[config.mk]
export PLATFORM = sky130hd
export DESIGN_NAME = sorted_merge_dedup
export DESIGN_NICKNAME = d
export VERILOG_FILES = /design/src/rtl/smd_pkg.sv /design/src/rtl/smd_head_slot.sv /design/src/rtl/smd_pick.sv /design/src/rtl/smd_emit.sv /design/src/rtl/sorted_merge_dedup.sv
export SDC_FILE = /design/constraint.sdc
export NUM_CORES = 1
export LEC_CHECK = 0
export ABC_AREA = 1
export BUFFER_PORTS_ARGS = -buffer_cell sky130_fd_sc_hd__buf_2
export CORE_UTILIZATION = 50
export DETAILED_ROUTE_END_ITERATION = 12
export PLACE_DENSITY_LB_ADDON = 0.12
export SYNTH_ARGS = -nofsm -noshare
export SYNTH_HDL_FRONTEND = slang
export SYNTH_SLANG_ARGS = --single-unit
[constraint.sdc]
create_clock -name clk -period 2.4 [get_ports clk]
set_input_delay 0.24 -clock clk [delete_from_list [all_inputs] [get_ports clk]]
set_output_delay 0.24 -clock clk [all_outputs]
set_load 0.05 [all_outputs]
[src/rtl/smd_pkg.sv]
package smd_pkg;

    typedef enum logic [1:0] {
        TAKE_A    = 2'b01,
        TAKE_B    = 2'b10,
        TAKE_BOTH = 2'b11
    } take_e;

    localparam int unsigned NUM_IN = 2;

    function automatic take_e decide(input logic a_lt_b, input logic a_eq_b);
        if (a_eq_b)      return TAKE_BOTH;
        else if (a_lt_b) return TAKE_A;
        else             return TAKE_B;
    endfunction

endpackage

[src/rtl/smd_head_slot.sv]
module smd_head_slot #(
    parameter int unsigned W = 8
) (
    input  logic         clk,
    input  logic         rst,
    input  logic         in_valid,
    input  logic [W-1:0] in_data,
    output logic         in_ready,
    input  logic         take,
    output logic         full,
    output logic [W-1:0] head
);
    // refill allowed when empty or when the held head leaves this cycle
    assign in_ready = !full || take;

    always_ff @(posedge clk) begin
        if (rst) begin
            full <= 1'b0;
            head <= '0;
        end else if (in_valid && in_ready) begin
            full <= 1'b1;
            head <= in_data;
        end else if (take) begin
            full <= 1'b0;
        end
    end
endmodule

[src/rtl/smd_pick.sv]
module smd_pick
    import smd_pkg::*;
#(
    parameter int unsigned W = 8
) (
    input  logic [W-1:0] head_a,
    input  logic [W-1:0] head_b,
    output take_e        choice,
    output logic [W-1:0] low
);
    logic a_lt_b;
    logic a_eq_b;

    // operands are unsigned vectors, so the compare is unsigned
    assign a_lt_b = head_a < head_b;
    assign a_eq_b = head_a == head_b;
    assign choice = decide(a_lt_b, a_eq_b);
    assign low    = a_lt_b ? head_a : head_b;
endmodule

[src/rtl/smd_emit.sv]
module smd_emit #(
    parameter int unsigned W = 8
) (
    input  logic         clk,
    input  logic         rst,
    input  logic         load,
    input  logic [W-1:0] load_data,
    output logic         room,
    output logic         out_valid,
    output logic [W-1:0] out_data,
    input  logic         out_ready
);
    assign room = !out_valid || out_ready;

    always_ff @(posedge clk) begin
        if (rst) begin
            out_valid <= 1'b0;
            out_data  <= '0;
        end else if (load) begin
            out_valid <= 1'b1;
            out_data  <= load_data;
        end else if (out_ready) begin
            out_valid <= 1'b0;
        end
    end
endmodule

[src/rtl/sorted_merge_dedup.sv]
module sorted_merge_dedup
    import smd_pkg::*;
#(
    parameter int unsigned W = 8
) (
    input  logic         clk,
    input  logic         rst,
    input  logic         a_valid,
    input  logic [W-1:0] a_data,
    output logic         a_ready,
    input  logic         b_valid,
    input  logic [W-1:0] b_data,
    output logic         b_ready,
    output logic         out_valid,
    output logic [W-1:0] out_data,
    input  logic         out_ready
);
    logic [NUM_IN-1:0] in_v;
    logic [NUM_IN-1:0] in_r;
    logic [NUM_IN-1:0] held;
    logic [NUM_IN-1:0] take;
    logic [W-1:0]      in_d  [NUM_IN];
    logic [W-1:0]      hd    [NUM_IN];
    take_e             choice;
    logic [W-1:0]      low;
    logic              room;
    logic              fire;

    assign in_v[0] = a_valid;
    assign in_v[1] = b_valid;
    assign in_d[0] = a_data;
    assign in_d[1] = b_data;
    assign a_ready = in_r[0];
    assign b_ready = in_r[1];

    generate
        for (genvar g = 0; g < NUM_IN; g++) begin : g_slot
            smd_head_slot #(.W(W)) u_slot (
                .clk      (clk),
                .rst      (rst),
                .in_valid (in_v[g]),
                .in_data  (in_d[g]),
                .in_ready (in_r[g]),
                .take     (take[g]),
                .full     (held[g]),
                .head     (hd[g])
            );
        end
    endgenerate

    smd_pick #(.W(W)) u_pick (
        .head_a (hd[0]),
        .head_b (hd[1]),
        .choice (choice),
        .low    (low)
    );

    // decide only when every head is present: blocking read
    assign fire = (&held) && room;
    assign take = fire ? NUM_IN'(choice) : '0;

    smd_emit #(.W(W)) u_emit (
        .clk       (clk),
        .rst       (rst),
        .load      (fire),
        .load_data (low),
        .room      (room),
        .out_valid (out_valid),
        .out_data  (out_data),
        .out_ready (out_ready)
    );
endmodule

==> results of run 1 <==
## cells in the mapped netlist
cell type	number	share of area, %
nor2_4	1	0.74
inv_4	1	0.41
a21oi_2	17	9.8
dfxtp_1	27	36
clkbuf_1	4	0.99
buf_2	2	0.66
nand2_2	3	1.2
inv_2	2	0.50
buf_12	1	1.3
a21o_1	1	0.50
nand3b_1	8	4.0
buf_8	1	0.99
a21oi_1	4	1.3
inv_1	30	7.4
o211ai_1	8	4.0
buf_4	1	0.50
nand2_1	41	10
ha_1	8	6.6
nand2_4	3	2.2
nor2_1	18	4.5
nand4_1	1	0.41
nand3_1	18	6.0
## through the flow
step / hold WS, ns / total power [mW]
final: 0.114 / 1.02
after global routing: 0.0839 / 1.10
after CTS: 0.0906 / 1.03
after detailed placement: 0.454 / 0.831
after global placement: 0.446 / 0.820
after floorplan: 0.302 / 0.772
## logic make-up after synthesis
| logic type | after synthesis | synth area share (%) |
|---|---|---|
| compound gates | 30 | 15.6 |
| fa+ha+maj | 8 | 6.62 |
| buf+inv | 42 | 12.8 |
| flops | 27 | 35.7 |
| simple gates | 93 | 29.2 |
## power breakdown
group,switching [mW],total (mW),internal (mW)
Clock,0.131,0.193,0.0624
Sequential,0.0316,0.515,0.483
Combinational,0.202,0.316,0.114
## worst paths after layout
path	to	slack, ns	cells past startpoint
worst max-delay path	a_ready	0.18	12
worst min-delay path	g_slot[0].u_slot.full	0.11	2
worst max register to register	g_slot[1].u_slot.head[1]	0.45	12
worst min register to register	g_slot[1].u_slot.head[6]	0.51	2
## worst max-delay path, delay by kind of cell (launching register included)
family | cells | cell delay [ns]
flops | 1 | 0.40
buf+inv | 2 | 0.24
simple gates | 9 | 0.72
fa+ha+maj | 1 | 0.28
## registers in the layout, indices dropped and copies added (netlist names)
register	flops
g_slot.u_slot.full	2
u_emit.out_data	8
u_emit.out_valid	1
g_slot.u_slot.head	16
## repair_timing
| item | CTS | global route |
|---|---|---|
| endpoints found under the setup margin | 1 | 2 |
| resized for setup | 1 | 8 |
| setup buffers | 0 | 0 |
## routing by layer
layer  part of all wire [%]  global-route usage (%)  vias to the layer above
met5                      0                       0                        -
met4                    2.3                    9.06                        0
met3                    2.1                    2.04                        6
li1                       -                       -                      692
met2                     50                    36.1                       19
met1                     46                    22.6                      593
## layout make-up
| class | instances | area [um^2] | share of cell area, % |
|---|---|---|---|
| multi-input combinational | 131 | 790 | 46.4 |
| sequential | 27 | 543 | 31.9 |
| timing repair buffer | 32 | 175 | 10.3 |
| inverter | 33 | 126 | 7.43 |
| tap | 31 | 38.8 | 2.28 |
| clock buffer | 3 | 22.5 | 1.32 |
| clock inverter | 1 | 5.00 | 0.294 |
==> results.json, run 1 <==
{
  "routed_via_density": 5.08,
  "dpl_cell_area_mm2": 0.00165,
  "final_area_mm2": 0.00170,
  "clkSinkCount": 27,
  "numCtsBuffers": 3,
  "ant_nets": 0,
  "die_width_um": 57.0,
  "post_synth.cell_area_avg_um2": 7.56,
  "critPathCaptureType": "output port",
  "start_util_pct": 53.9,
  "fmax_ghz": 0.451,
  "dp_cells": 254,
  "wl_mm": 2.94,
  "drtIter0Drc": 33,
  "clock_skew_ns": 0.00510,
  "clock-root-buffer": "clkbuf_4",
  "yosysUniqueCellTypes": 22,
  "ios": 32,
  "slew_headroom_pct": 53.2,
  "gr-usage-all-layers_pct": 19.6,
  "post-route-util_pct": 60.6,
  "wl_per_cell_um": 11.4,
  "layout_commonest_cell": "nand2_1",
  "antennaDiodeCount": 0,
  "synth_fp_nets": 229,
  "netlist_instances": 200,
  "netlist_area_mm2": 0.00151,
  "grt_overflow_total": 0,
  "crit_slowest_cell": "dfxtp_1",
  "pre_cts_slack_ns": 0.353,
  "slowest_delay_ns": 0.40,
  "tightest_slew_ns": 0.701,
  "grt_pass1_wl_mm": 5.04,
  "violations": "design-rule violations",
  "ys_warn_count": 0,
  "ys_ff_latch": 27,
  "fin_setup_tns_ns": 0,
  "most-common-layout-cells": "nand2_1, inv_1, buf_2, dfxtp_1, nand3_1",
  "die-area_mm2": 0.00325,
  "nFillCells": 268,
  "leakage_nw": 0.865,
  "drive_gt1_share_pct": 29.1,
  "setup_viol": 0,
  "critPathKind": "register to output port",
  "grt_pass1_vias": 1224,
  "crit_path_start_kind": "register",
  "ir_drop_mv": 0.261,
  "maxCapViolations": 0,
  "hp-class": "input port to register",
  "antenna_found_initial": 0,
  "finalWorstSetupSlack_ns": 0.182,
  "gp_congestion": 0.833,
  "dr.pass1.iters": 8,
  "clock_latency_ns": 0.32,
  "cts_max_level": 1,
  "vias": 1310,
  "row_count": 19,
  "cts_buffer_depth": 2,
  "hold_viol": 0,
  "status": "finished with violations",
  "hold_start": "rst",
  "io_buffers": 31,
  "syn_to_final_growth_pct": 12.4,
  "hpwl_mm": 2.20,
  "grt_max_degree": 25,
  "nNetsFinal": 257,
  "cts_tree": "yes",
  "ys_seq_area_share_pct": 35.7,
  "cp-startpoint": "g_slot[1].u_slot.head[1]",
  "drc": 4,
  "clk_pin_slew_ns": 0.14,
  "r2r-start": "g_slot[1].u_slot.head[7]",
  "fin_cells": 258,
  "maxSlewViolCount": 0,
  "cp_max_fo": 18,
  "die_y_um": 57.0,
  "core_area_mm2": 0.00281,
  "cp_data_arrival_time_ns": 1.98,
  "timing.final.crit_share_pct": 92.4,
  "rsz0062_at_grt": "false",
  "crit_path_frequent_cell": "nand2_1",
  "path_cells": "inv_1 -> ha_1 -> nand2_1 -> nand2_1 -> nand2_1 -> nand2_1 -> nand2_1 -> nand2_4 -> nand2_2 -> nand2_2 -> nand2_8 -> buf_6",
  "required_ns": 2.16,
  "cts-hold-fix-buffers": 0,
  "period_minus_slack_ns": 2.22,
  "p_per_area_mw_per_mm2": 602
}
(Power assumes the default switching activity.)
==> run 2, diff against run 1 <==
Settings changed: CORE_UTILIZATION 50 to 46.
==> run 2 against run 1 <==
  * The run now ends clean
  * Non-clock buffer count stayed put
  * Sequential power hardly changed
  * Power shrank 0.31%
  * Clock skew is 0.0053 ns higher
  * Sequential cell count unchanged
  * Largest power group unchanged
  * Clock power hardly changed
  * Register-to-register slack improved by 0.04 ns
  * Clock-buffer cell count increased by 1
==> results.json, run 2 (synthesis results as in run 1) <==
{
  "r2r-start": "g_slot[1].u_slot.head[7]",
  "die_y_um": 59.3,
  "grt_pass1_wl_mm": 5.12,
  "ios": 32,
  "clkSinkCount": 27,
  "slowest_delay_ns": 0.40,
  "gr-usage-all-layers_pct": 19.3,
  "crit_path_frequent_cell": "nand2_2",
  "cts_buffer_depth": 2,
  "most-common-layout-cells": "nand2_1, inv_1, buf_2, dfxtp_1, nand3_1",
  "drtIter0Drc": 30,
  "regMostFlops": "g_slot.u_slot.head",
  "fin_setup_tns_ns": 0,
  "antenna_found_initial": 0,
  "die_width_um": 59.3,
  "critPathKind": "register to output port",
  "hold_start": "rst",
  "cpLargestDelayFamily": "simple AND/OR/NAND/NOR gates",
  "critPathCaptureType": "output port",
  "crit_slowest_cell": "dfxtp_1",
  "cp_max_fo": 18,
  "cp-startpoint": "g_slot[1].u_slot.head[5]",
  "crit_path_start_kind": "register",
  "pre_cts_slack_ns": 0.357,
  "nFillCells": 296,
  "register_area_um2": 546,
  "final_area_mm2": 0.00171,
  "vias": 1296,
  "reg_top3": "g_slot.u_slot.head (16), u_emit.out_data (8), g_slot.u_slot.full (2)",
  "grt_overflow_total": 0,
  "rsz0062_at_grt": "false",
  "clock_latency_ns": 0.32,
  "leakage_nw": 0.862,
  "io_buffers": 31,
  "multi_input_area_um2": 790,
  "drc": 0,
  "finalWorstSetupSlack_ns": 0.168,
  "maxSlewViolCount": 0,
  "core_area_mm2": 0.00308,
  "maxCapViolations": 0,
  "cp_data_arrival_time_ns": 1.99,
  "start_util_pct": 49.1,
  "ir_drop_mv": 0.329,
  "numCtsBuffers": 3,
  "p_per_area_mw_per_mm2": 595,
  "setup_viol": 0,
  "period_minus_slack_ns": 2.23,
  "fmax_ghz": 0.448,
  "largest_reg_flops": 16,
  "dpl_cell_area_mm2": 0.00166,
  "hold_viol": 0,
  "status": "completed",
  "cts_max_level": 1,
  "nNetsFinal": 257,
  "ant_nets": 0,
  "hpwl_mm": 2.24,
  "tightest_slew_ns": 0.683,
  "wl_per_cell_um": 10.8,
  "hp-class": "input port to register",
  "timing.final.crit_share_pct": 93.0,
  "wl_mm": 2.94,
  "critical_path.n_buffers_inverters": 2,
  "routed_via_density": 4.78,
  "clock_skew_ns": 0.0104,
  "required_ns": 2.16,
  "layout_commonest_cell": "nand2_1",
  "dr.pass1.iters": 4,
  "die-area_mm2": 0.00352,
  "clock-root-buffer": "clkbuf_4",
  "row_count": 20,
  "drive_gt1_share_pct": 29.5,
  "syn_to_final_growth_pct": 13.3,
  "antennaDiodeCount": 0,
  "grt_pass1_vias": 1177,
  "slew_headroom_pct": 54.4,
  "gp_congestion": 0.804,
  "p_total_mw": 1.02,
  "clk_pin_slew_ns": 0.14,
  "cts_tree": "yes",
  "path_cells": "inv_1 -> ha_1 -> a21oi_1 -> nor2_1 -> nor2_4 -> nand2_4 -> nand2_2 -> nand2_2 -> nand2_8 -> buf_6",
  "grt_max_degree": 25
}
[run 2: final timing paths]
kind                              endpoint  cells after the start  slack (ns)
setup / recovery                   a_ready                     10        0.17
hold / removal       g_slot[0].u_slot.full                      2        0.11
setup reg to reg  g_slot[1].u_slot.head[6]                     12        0.49
hold reg to reg           u_emit.out_valid                      2        0.49
[run 2: power by group]
| group | internal (mW) | total [mW] | switching, mW |
|---|---|---|---|
| sequential | 0.484 | 0.516 | 0.0321 |
| combinational | 0.112 | 0.312 | 0.200 |
| clock | 0.0650 | 0.193 | 0.128 |
[run 2: through the flow]
step                      hold WS (ns)  std cells  util (%)
after floorplan                  0.302        200         -
after global placement           0.449        267      54.0
after detailed placement         0.450        267      54.0
after CTS                       0.0970        271      55.0
after global routing            0.0782        271      55.7
final                            0.111        271      55.7
[run 2: final cells by class]
cell class,instances,share of cell area [%]
multi-input cells,131,46.1
flip-flops and latches,27,31.8
repair buffers,32,10.0
inverters,33,7.37
well taps,44,3.21
clock buffers,4,1.53
[run 2: worst register-to-register path: stages, from the launching register on]
cell and delay (ns):
dfxtp_2 0.38, inv_1 0.05, ha_1 0.29, nand2_1 0.09
nor2_2 0.14, nand4_1 0.13, nand3_1 0.13, nand2_2 0.07
nand2_4 0.16, buf_4 0.20, nand3b_1 0.09, nand2_1 0.07
nor2_1 0.05
[run 2: what timing repair did]
item / CTS / global route
setup buffers: 0 / 0
pin swaps: 0 / 1
endpoints found under the setup margin: 1 / 2
resized for setup: 1 / 9
hold buffers: 0 / 0
[run 2: metal layers]
metal / wire length [um] / track usage [%] / share of wire (%)
met2: 1460 / 33.5 / 50
met5: 0 / 0 / 0
met3: 66 / 2.62 / 2.2
met4: 57 / 7.14 / 1.9
met1: 1350 / 24.3 / 46
==> run 3, diff against run 2 <==
Settings changed: HOLD_SLACK_MARGIN set to 0.08, PLACE_DENSITY set to 0.79, PLACE_DENSITY_LB_ADDON 0.12 to unset.
==> run 3 against run 2 <==
  * Non-clock buffer count did not move
  * Power rose by 1.3%
  * Maximum frequency fell by 2.2%
  * Sequential share of layout area fell by 0.10 points
  * Clock-buffer cell count did not move
  * Worst setup slack got worse by 0.050 ns
  * Largest power group unchanged
==> results.json, run 3 (synthesis results as in run 1) <==
{
  "ios": 32,
  "reg_top3": "g_slot.u_slot.head (16), u_emit.out_data (8), g_slot.u_slot.full (2)",
  "cpLargestDelayFamily": "simple AND/OR/NAND/NOR gates",
  "cts-hold-fix-buffers": 0,
  "timing.final.crit_share_pct": 95.1,
  "fmax_ghz": 0.438,
  "gp_congestion": 0.830,
  "clk_pin_slew_ns": 0.15,
  "fin_setup_tns_ns": 0,
  "slowest_delay_ns": 0.39,
  "start_util_pct": 49.1,
  "post-route-util_pct": 55.6,
  "hold_start": "rst",
  "io_buffers": 31,
  "grt_pass1_vias": 1214,
  "clkSinkCount": 27,
  "required_ns": 2.16,
  "holdPathStages": 2,
  "grt_max_degree": 25,
  "wl_mm": 2.90,
  "clock_latency_ns": 0.34,
  "hpwl_mm": 2.08,
  "wl_per_cell_um": 10.7,
  "critical_path.n_buffers_inverters": 2,
  "numCtsBuffers": 3,
  "status": "completed",
  "r2r-end": "g_slot[1].u_slot.head[5]",
  "cts_buffer_depth": 2,
  "post_cts_buffers": 0,
  "drtIter0Drc": 13,
  "routed_via_density": 4.83,
  "antenna_found_initial": 0,
  "r2r-start": "g_slot[1].u_slot.head[6]",
  "vias": 1310,
  "core_area_mm2": 0.00308,
  "most-common-layout-cells": "nand2_1, inv_1, buf_2, dfxtp_1, nand3_1",
  "die_y_um": 59.3,
  "drive_gt1_share_pct": 28.6,
  "clock-root-buffer": "clkbuf_4",
  "die-area_mm2": 0.00352,
  "r2r_slack_ns": 0.45,
  "leakage_nw": 0.860,
  "regMostFlops": "g_slot.u_slot.head",
  "path_cells": "inv_1 -> ha_1 -> nand2_1 -> nor2_2 -> nand4_1 -> nand3_1 -> nand2_2 -> nand2_4 -> clkbuf_4",
  "largest_reg_flops": 16,
  "maxCapViolations": 0,
  "syn_to_final_growth_pct": 13.2,
  "grt_overflow_total": 0,
  "layout_commonest_cell": "nand2_1",
  "ant_nets": 0,
  "antennaDiodeCount": 0,
  "gr-usage-all-layers_pct": 18.3,
  "drc": 0,
  "clock_skew_ns": 0.00773,
  "cp_max_fo": 10,
  "die_width_um": 59.3,
  "hold_viol": 0,
  "crit_slowest_cell": "dfxtp_1",
  "slew_headroom_pct": 51.9,
  "grt_pass1_wl_mm": 4.83,
  "hold_path_end": "g_slot[0].u_slot.full",
  "critPathCaptureType": "output port",
  "maxSlewViolCount": 0,
  "tightest_slew_ns": 0.720,
  "nNetsFinal": 257,
  "reg2regPathDepth": 12,
  "critPathKind": "register to output port",
  "row_count": 20,
  "setup_viol": 0,
  "p_per_area_mw_per_mm2": 604,
  "period_minus_slack_ns": 2.28,
  "cts_max_level": 1,
  "ir_drop_mv": 0.429,
  "cts_tree": "yes",
  "cp_data_arrival_time_ns": 2.04,
  "rsz0062_at_grt": "false",
  "hp-class": "input port to register",
  "crit_path_start_kind": "register",
  "dr.pass1.iters": 4
}
-- run 3: cell types whose count changed in the layout (fill, tap and decap cells not counted) --
cell,previous run,this run
dfxtp_2,4,2
buf_4,2,1
clkbuf_4,3,4
dfxtp_1,23,25
-- run 3: per-layer routing --
layer	track usage, %	vias up	share of wire [%]
met5	0	-	0
met4	5.78	0	1.1
met3	5.02	4	3.4
met2	33.7	18	49
met1	20.1	602	46
li1	-	686	-
-- run 3: repair_timing --
action,in CTS,in global routing
gates cloned,0,0
endpoints found under the hold margin,0,0
setup endpoints to repair,1,2
resized for setup,1,6
-- run 3: area by class of cell --
cell class / instances / area [um^2]
tap: 44 / 55.1
sequential: 27 / 543
multi-input combinational: 131 / 790
inverter: 33 / 126
timing repair buffer: 32 / 171
fill: 306 / 1370
clock buffer: 4 / 26.3
-- run 3: worst max-delay path by stage --
stage	slack, ns	start	endpoint	cells past startpoint
2_1_floorplan	0.70	g_slot[1].u_slot.head[7]	a_ready	9
3_3_place_gp	0.41	g_slot[1].u_slot.head[7]	a_ready	9
3_5_place_dp	0.38	g_slot[1].u_slot.head[3]	a_ready	10
4_1_cts	0.05	g_slot[1].u_slot.head[3]	a_ready	10
5_1_grt	0.004	g_slot[1].u_slot.head[6]	a_ready	10
6_report	0.12	g_slot[1].u_slot.head[6]	b_ready	9
-- run 3: power breakdown --
| part | leakage, nW | internal [mW] | switching [mW] |
|---|---|---|---|
| sequential | 0.223 | 0.483 | 0.0311 |
| combinational | 0.622 | 0.112 | 0.203 |
| clock | 0.0150 | 0.0655 | 0.139 |
-- run 3: per-stage QoR --
step                      hold WS (ns)  area, um^2  std cells  total power, mW  setup slack [ns]
after floorplan                  0.302        1510        200            0.772             0.697
after global placement           0.452        1660        267            0.822             0.414
after detailed placement         0.465        1660        267            0.830             0.382
after CTS                       0.0989        1690        271             1.03            0.0542
after global routing            0.0858        1710        271             1.10           0.00369
final                            0.105        1710        271             1.03             0.118
